### config.mk
export PLATFORM = sky130hd
export DESIGN_NAME = segdrv_top
export DESIGN_NICKNAME = d
export VERILOG_FILES = /design/src/rtl/segdrv_pkg.sv /design/src/rtl/segdrv_sync.sv /design/src/rtl/segdrv_ctrl.sv /design/src/rtl/segdrv_path.sv /design/src/rtl/segdrv_top.sv
export SDC_FILE = /design/constraint.sdc
export NUM_CORES = 1
export LEC_CHECK = 0
export BUFFER_PORTS_ARGS = -buffer_cell sky130_fd_sc_hd__buf_4
export CORE_ASPECT_RATIO = 0.7
export CORE_MARGIN = 3
export CORE_UTILIZATION = 45
export CTS_CLUSTER_DIAMETER = 100
export DETAILED_ROUTE_END_ITERATION = 12
export PLACE_DENSITY = 0.75
export SYNTH_ARGS = -nofsm -noshare
export SYNTH_HDL_FRONTEND = slang
export SYNTH_SLANG_ARGS = --single-unit
### constraint.sdc
create_clock -name clk -period 2.67 [get_ports clk]
set_clock_uncertainty 0.1 [all_clocks]
set_input_delay 0 -clock clk [delete_from_list [all_inputs] [get_ports clk]]
set_output_delay 0 -clock clk [all_outputs]
set_load 0.005 [all_outputs]
### src/rtl/segdrv_pkg.sv
package segdrv_pkg;
  // strobes from control to datapath, one system cycle wide each
  typedef struct packed {
    logic sample;  // shift serial data into stage 0
    logic load;    // copy payload into output latch
    logic clear;   // zero the whole shift chain
  } segStrobe_t;
endpackage

### src/rtl/segdrv_sync.sv
module segdrv_sync #(
  parameter int W = 3,
  parameter int STAGES = 2
) (
  input  logic         clk,
  input  logic         rstN,
  input  logic [W-1:0] din,
  output logic [W-1:0] dout
);
  logic [W-1:0] pipe [STAGES];

  always_ff @(posedge clk or negedge rstN) begin
    if (!rstN) begin
      for (int i = 0; i < STAGES; i++) pipe[i] <= '0;
    end else begin
      pipe[0] <= din;
      for (int i = 1; i < STAGES; i++) pipe[i] <= pipe[i-1];
    end
  end

  assign dout = pipe[STAGES-1];
endmodule

### src/rtl/segdrv_ctrl.sv
module segdrv_ctrl
  import segdrv_pkg::*;
(
  input  logic       clk,
  input  logic       rstN,
  input  logic       clkS,
  input  logic       enS,
  input  logic       chainTop,
  output segStrobe_t strb
);
  logic clkPrev;
  logic clearPend;
  logic riseQ;
  logic fallS;

  assign riseQ = clkS & ~clkPrev & enS;
  assign fallS = ~clkS & clkPrev;

  always_comb begin
    strb.sample = riseQ;
    strb.load   = chainTop & ~clearPend;
    strb.clear  = clearPend & fallS;
  end

  always_ff @(posedge clk or negedge rstN) begin
    if (!rstN) begin
      clkPrev   <= 1'b0;
      clearPend <= 1'b0;
    end else begin
      clkPrev <= clkS;
      if (strb.load)       clearPend <= 1'b1;
      else if (strb.clear) clearPend <= 1'b0;
    end
  end
endmodule

### src/rtl/segdrv_path.sv
module segdrv_path
  import segdrv_pkg::*;
#(
  parameter int PAYLOAD_W = 35
) (
  input  logic                 clk,
  input  logic                 rstN,
  input  segStrobe_t           strb,
  input  logic                 dataS,
  output logic                 chainTop,
  output logic [PAYLOAD_W-1:0] segOut,
  output logic                 frameDone
);
  localparam int FRAME_W = PAYLOAD_W + 1;

  logic [FRAME_W-1:0]   chain;
  logic [PAYLOAD_W-1:0] ordered;

  // oldest payload bit sits just under the start bit
  for (genvar i = 0; i < PAYLOAD_W; i++) begin : g_order
    assign ordered[i] = chain[PAYLOAD_W-1-i];
  end

  assign chainTop = chain[FRAME_W-1];

  always_ff @(posedge clk or negedge rstN) begin
    if (!rstN) begin
      chain <= '0;
    end else if (strb.clear) begin
      chain <= '0;
    end else if (strb.sample) begin
      chain <= {chain[FRAME_W-2:0], dataS};
    end
  end

  always_ff @(posedge clk or negedge rstN) begin
    if (!rstN) begin
      segOut    <= '0;
      frameDone <= 1'b0;
    end else begin
      frameDone <= strb.load;
      if (strb.load) segOut <= ordered;
    end
  end
endmodule

### src/rtl/segdrv_top.sv
module segdrv_top
  import segdrv_pkg::*;
#(
  parameter int PAYLOAD_W = 35,
  parameter int SYNC_STAGES = 2
) (
  input  logic                 clk,
  input  logic                 rstN,
  input  logic                 serClk,
  input  logic                 serData,
  input  logic                 serEn,
  output logic [PAYLOAD_W-1:0] segOut,
  output logic                 frameDone
);
  logic [2:0] rawIn;
  logic [2:0] syncOut;
  logic       chainTop;
  segStrobe_t strb;

  assign rawIn = {serEn, serData, serClk};

  segdrv_sync #(.W(3), .STAGES(SYNC_STAGES)) u_sync (
    .clk (clk),
    .rstN(rstN),
    .din (rawIn),
    .dout(syncOut)
  );

  segdrv_ctrl u_ctrl (
    .clk     (clk),
    .rstN    (rstN),
    .clkS    (syncOut[0]),
    .enS     (syncOut[2]),
    .chainTop(chainTop),
    .strb    (strb)
  );

  segdrv_path #(.PAYLOAD_W(PAYLOAD_W)) u_path (
    .clk      (clk),
    .rstN     (rstN),
    .strb     (strb),
    .dataS    (syncOut[1]),
    .chainTop (chainTop),
    .segOut   (segOut),
    .frameDone(frameDone)
  );
endmodule

==> metrics.yaml, run 1 <==
status: "finished, final reports clean"
num_vias: 2309
slew_viol_final: 0
cts_setup_buffers: 0
drt_iter0_drc: 126
r2r-end: "u_path.chain[25]"
cts_buffers: 9
core_um2: 7610
drive_gt1_frac: 0.405
cts-root-buf: "clkbuf_16"
worstSetupStartpoint: "u_ctrl.clkPrev"
place_congestion: 0.691
die_y_um: 81.6
rows: 26
path_class: "flip-flop to flip-flop"
r2r_setup_slack_ps: 910
p_sw_frac: 0.261
cts_tree: "yes"
antenna_cells: 0
drtPass1Iterations: 6
ir_worst_vdd_mv: 0.580
synth_top_cell_by_area: "dfrtp_1"
hold_class: "input pin to asynchronous set/reset pin"
grt_pass1_wl_um: 11200
ys_seq_area_frac: 0.545
cp_max_fo: 35
syn_area_um2: 3680
worstPathArrival_ps: 1880
max_freq_mhz: 569
grt_max_degree: 71
setup_tns_ps: 0
cp.required_ps: 2800
ys_ff_latch: 80
postSynthAreaPerCell_um2: 12.7
routed-wl-met2_um: 3070
min_period_ps: 1760
die_area_um2: 9310
cp_top_family: "flip-flops"
wl_per_cell_um: 15.3
critical_path.cell_chain: "buf_4 > nor2_1 > a221oi_2"
yosys_warnings: 0
layout.nets: 331
syn_to_final_growth_pct: 17.1
n_fill_cell: 633
p_comb_frac: 0.265
setup.worst_path.start_class: "flip-flop"
hpwl_um: 4110
grt_overflow: 0
r2r_cells: 3
post_cts_resize_count: 0
p_seq_frac: 0.424
clkPwrFrac: 0.311
grt_usage: 0.155
worstSetupEndpointType: "flip-flop"
setup_viol: 0
p_int_mw: 3.07
portBuffers: 40
dr_wl_met3_um: 314
met1_length_um: 3130
yosys-top-cells-area: "dfrtp_1, a221oi_2, mux2_4"
via_per_inst: 5.38
power_density_nw_per_um2: 967
maxCapViolCount: 0
synth_nets: 294
grt_pass1_vias: 2245
antenna_found_initial: 0
grt_setup_unrepaired: "no"
maxSlewHeadroom: 0.392
p_leak_nw: 2.07
reg2reg_from: "u_ctrl.clkPrev"
antenna_left: 0
routed_wl_um: 6570
yosysUniqueCellTypes: 20
insertion_delay_ps: 330
min_period_over_period: 0.658
syn_inst: 289
holdWs_ps: 151
hold_violations: 0
worstMarginPinSlew_ps: 912
ioPinCount: 41
clk_pin_slew_worst_paths_ps: 60
cts_buffer_depth: 2
die_w_um: 114
utilization: 0.565
power_switching_mw: 1.09
cpPeakStageDelay_ps: 830
cts.sinks: 80
synth_top_cell_area_share: 0.545
critPathBufInv: 1
cp_slowest_cell: "dfrtp_2"
cts_max_level: 3
top_layer_used: "met4"
start_util: 0.483
drc: 0
cts_hold_buf: 4
-- cell usage in the layout (no fill, tap or decap) --
cell type	instances
o21ai_0	1
clkbuf_16	9
dlygate4sd3_1	4
buf_4	46
and2_4	1
clkbuf_1	3
inv_1	2
a21oi_1	2
a221oi_2	34
mux2_4	28
nand2_1	35
dfrtp_1	79
dfrtp_2	1
mux2_2	7
nor2_1	68
bufinv_16	2
clkbuf_8	1
o22ai_1	2
clkinv_2	1
nand3b_1	1
nand2_2	2
nand2b_2	2
-- through the flow --
step	total power [mW]	area (µm²)	setup slack (ps)	cells
after floorplan	2.43	3680	1350	289
after global placement	2.86	3950	1010	409
after detailed placement	2.90	3950	952	409
after CTS	4.22	4300	912	429
after global routing	4.40	4300	774	429
final	4.16	4300	912	429
-- metal layers --
metal,global-route usage,vias to the layer above
li1,-,1090
met1,0.211,1164
met2,0.235,45
met3,0.0545,10
met4,0.0463,0
met5,0,-
-- worst max-delay path by stage --
| stage | slack (ps) | cells after the start | end |
|---|---|---|---|
| floorplan | 1350 | 4 | u_path.segOut[0] |
| global placement | 1010 | 3 | u_path.segOut[1] |
| detailed placement | 950 | 3 | u_path.chain[26] |
| CTS | 910 | 3 | u_path.chain[25] |
| global route | 770 | 3 | u_path.chain[9] |
| finish | 910 | 3 | u_path.chain[25] |
-- logic make-up after synthesis --
group / share of synthesized area
and+or+nand+nor: 0.116
DFF: 0.545
AOI/OAI and AO/OA: 0.146
buffers and inverters: 0.0568
muxes: 0.136
-- final cells by class --
| class | instances | area (µm²) | share of cell area |
|---|---|---|---|
| Timing Repair Buffer | 50 | 385 | 0.0895 |
| Tap cell | 98 | 123 | 0.0285 |
| Sequential cell | 80 | 2000 | 0.465 |
| Clock inverter | 3 | 65.1 | 0.0151 |
| Inverter | 2 | 7.51 | 0.00174 |
| Multi-Input combinational cell | 183 | 1470 | 0.342 |
| Clock buffer | 13 | 250 | 0.0581 |
-- sequential cells by signal (all words and copies together), names as in the netlist --
name / count
u_ctrl.clearPend: 1
u_ctrl.clkPrev: 1
u_path.chain: 36
u_path.frameDone: 1
u_path.segOut: 35
u_sync.dout: 3
u_sync.pipe: 3
-- synth_stat cells, drive strengths merged --
cell     n
o21ai    1
nor2    68
and2     1
nand2   37
dfrtp   80
clkbuf   5
a21oi    2
inv      2
o22ai    2
buf     19
mux2    35
nand2b   2
a221oi  34
nand3b   1
-- power by group through the flow --
| stage | sequential, mW | combinational, mW | clock, mW |
|---|---|---|---|
| global route | 1.82 | 1.20 | 1.39 |
| global placement | 1.77 | 1.09 | 0 |
| floorplan | 1.74 | 0.686 | 0 |
| detailed placement | 1.79 | 1.11 | 0 |
| finish | 1.77 | 1.10 | 1.29 |
| CTS | 1.77 | 1.13 | 1.33 |
Note: power is estimated with default switching activity, not from simulation.
==> run 2, diff against run 1 <==
Settings changed: ABC_AREA set to 1, PLACE_DENSITY 0.75 to 0.78.
Clock period 2.67 ns to 1.6 ns, I/O delays scaled along.
==> run 2 against run 1 <==
Design area fell by 9.3%. Critical path type unchanged. Largest cell class unchanged. Flip-flop and latch count did not move. Die area fell by 7.8%. Largest power group unchanged. Hold slack got worse by 46 ps. Cell count rose by 8.2%. Via count rose by 3.6%. Global-route usage rose by 1.1 points. First-iteration DRC count rose by 28%. Critical endpoint is now u_path.chain[35]. Sequential share of layout area rose by 4.7 points. Critical path depth rose by 2.
==> metrics.yaml, run 2 <==
async_reset_ff_frac: 1.00
grt_setup_unrepaired: "no"
cts_buffers: 9
cts.sinks: 80
setup.worst_path.start_class: "flip-flop"
setup_viol: 0
syn_inst: 324
synth_top_cell_area_share: 0.594
cts_buffer_depth: 2
core_um2: 7010
setup_tns_ps: 0
die_w_um: 109
drc: 0
cts_hold_buf: 4
maxCapViolCount: 0
reg2reg_from: "u_ctrl.clkPrev"
postPlaceCellArea_um2: 3680
synth_ff_type: "dfrtp_1"
p_leak_nw: 2.10
worstSetupEndpointType: "flip-flop"
routed_wl_um: 6400
maxSlewHeadroom: 0.722
drt_iter0_drc: 161
power_density_nw_per_um2: 956
hold_class: "input pin to asynchronous set/reset pin"
syn_area_um2: 3370
rows: 25
drtPass1Iterations: 4
synth_top_cell_by_area: "dfrtp_1"
register_area_um2: 2000
grt_pass1_wl_um: 11200
largest_reg_flops: 36
start_util: 0.481
synth_edf_count: 0
min_period_ps: 1360
stdcell_area_um2: 3910
max_freq_mhz: 735
worstPathArrival_ps: 1490
utilization: 0.557
die_area_um2: 8580
hpwl_um: 3920
yosys_warnings: 0
antenna_left: 0
syn_to_final_growth_pct: 15.9
grt_usage: 0.165
cts-root-buf: "clkbuf_8"
synth_nets: 329
ioPinCount: 41
antenna_found_initial: 0
grt_max_degree: 81
slew_viol_final: 0
cp.required_ps: 1730
drive_gt1_frac: 0.270
regMostFlops: "u_path.chain"
antenna_cells: 0
wl_per_cell_um: 13.8
r2r-end: "u_path.chain[35]"
biggestRegsByFlops: "u_path.chain x36, u_path.segOut x35"
layout.nets: 371
cts_setup_buffers: 0
cts_tree: "yes"
r2r_setup_slack_ps: 240
dp_cells: 445
place_congestion: 0.790
grt_overflow: 0
multi_input_area_um2: 1140
num_vias: 2392
postSynthAreaPerCell_um2: 10.4
status: "finished, final reports clean"
path_class: "flip-flop to flip-flop"
yosysUniqueCellTypes: 15
synth_commonest_cells: "nand2_1, dfrtp_1, nand4_1"
insertion_delay_ps: 340
worstMarginPinSlew_ps: 416
yosys-top-cells-area: "dfrtp_1, nand2_1, nand3_2"
post_cts_resize_count: 0
hold_violations: 0
portBuffers: 40
cp_max_fo: 21
min_period_over_period: 0.851
ir_worst_vdd_mv: 0.504
die_y_um: 78.4
r2r_cells: 5
synth_most_common_cell: "nand2_1"
cts_max_level: 3
via_per_inst: 5.16
n_fill_cell: 626
stdcell_count: 464
mostFrequentLayoutCells: "nand2_1, dfrtp_1, buf_4, nand4_1, nand3_2"
ys_seq_area_frac: 0.594
clk_pin_slew_worst_paths_ps: 70
final_common_cell: "nand2_1"
ys_ff_latch: 80
grt_pass1_vias: 2383
## run 2: worst max path at each step
stage / from / to / slack, ps / cells after the start
after floorplan: u_ctrl.clkPrev / u_path.chain[5] / 450 / 5
after detailed placement: u_sync.dout[0] / u_path.chain[22] / 250 / 5
final: u_ctrl.clkPrev / u_path.chain[35] / 240 / 5
after global placement: u_sync.dout[0] / u_path.chain[31] / 280 / 5
after global routing: u_sync.dout[0] / u_path.chain[20] / 140 / 5
after CTS: u_sync.dout[0] / u_path.chain[20] / 240 / 5
## run 2: cell families (layout without fill, tap and decap cells)
family	after synthesis	count (layout)	share of synthesized area
simple gates	216	216	0.336
flops	80	80	0.594
buf+inv	27	73	0.0683
compound gates	1	1	0.00223
## run 2: area by class of cell
cell class	count	area share
Clock inverter	4	0.0115
Multi-Input combinational cell	217	0.292
Tap cell	94	0.0301
Sequential cell	80	0.513
Inverter	4	0.00513
Timing Repair Buffer	54	0.113
Clock buffer	11	0.0362
## run 2: metrics by stage
stage | setup slack (ps) | hold WS [ps] | power (mW)
3_3_place_gp | 281 | -46.5 | 2.34
2_1_floorplan | 451 | -396 | 2.28
4_1_cts | 239 | 129 | 3.78
5_1_grt | 141 | 153 | 3.90
3_5_place_dp | 253 | -45.3 | 2.35
6_report | 239 | 105 | 3.73
## run 2: routing by layer
metal	vias to the layer above	GRT usage	part of all wire
li1	1160	-	-
met4	0	0.0560	0.010
met2	58	0.252	0.46
met5	-	0	0
met1	1167	0.226	0.48
met3	7	0.0493	0.052
## run 2: worst max-delay path: stages, from the launching register on
cell and delay, ps:
dfrtp_1 430, inv_4 210, nand3_4 90, buf_4 250, nand3_1 100, nand2_1 60
## run 2: power breakdown
part | internal [mW] | switching (mW) | total, mW
combinational | 0.0623 | 0.122 | 0.184
sequential | 2.08 | 0.0554 | 2.14
clock | 0.747 | 0.664 | 1.41
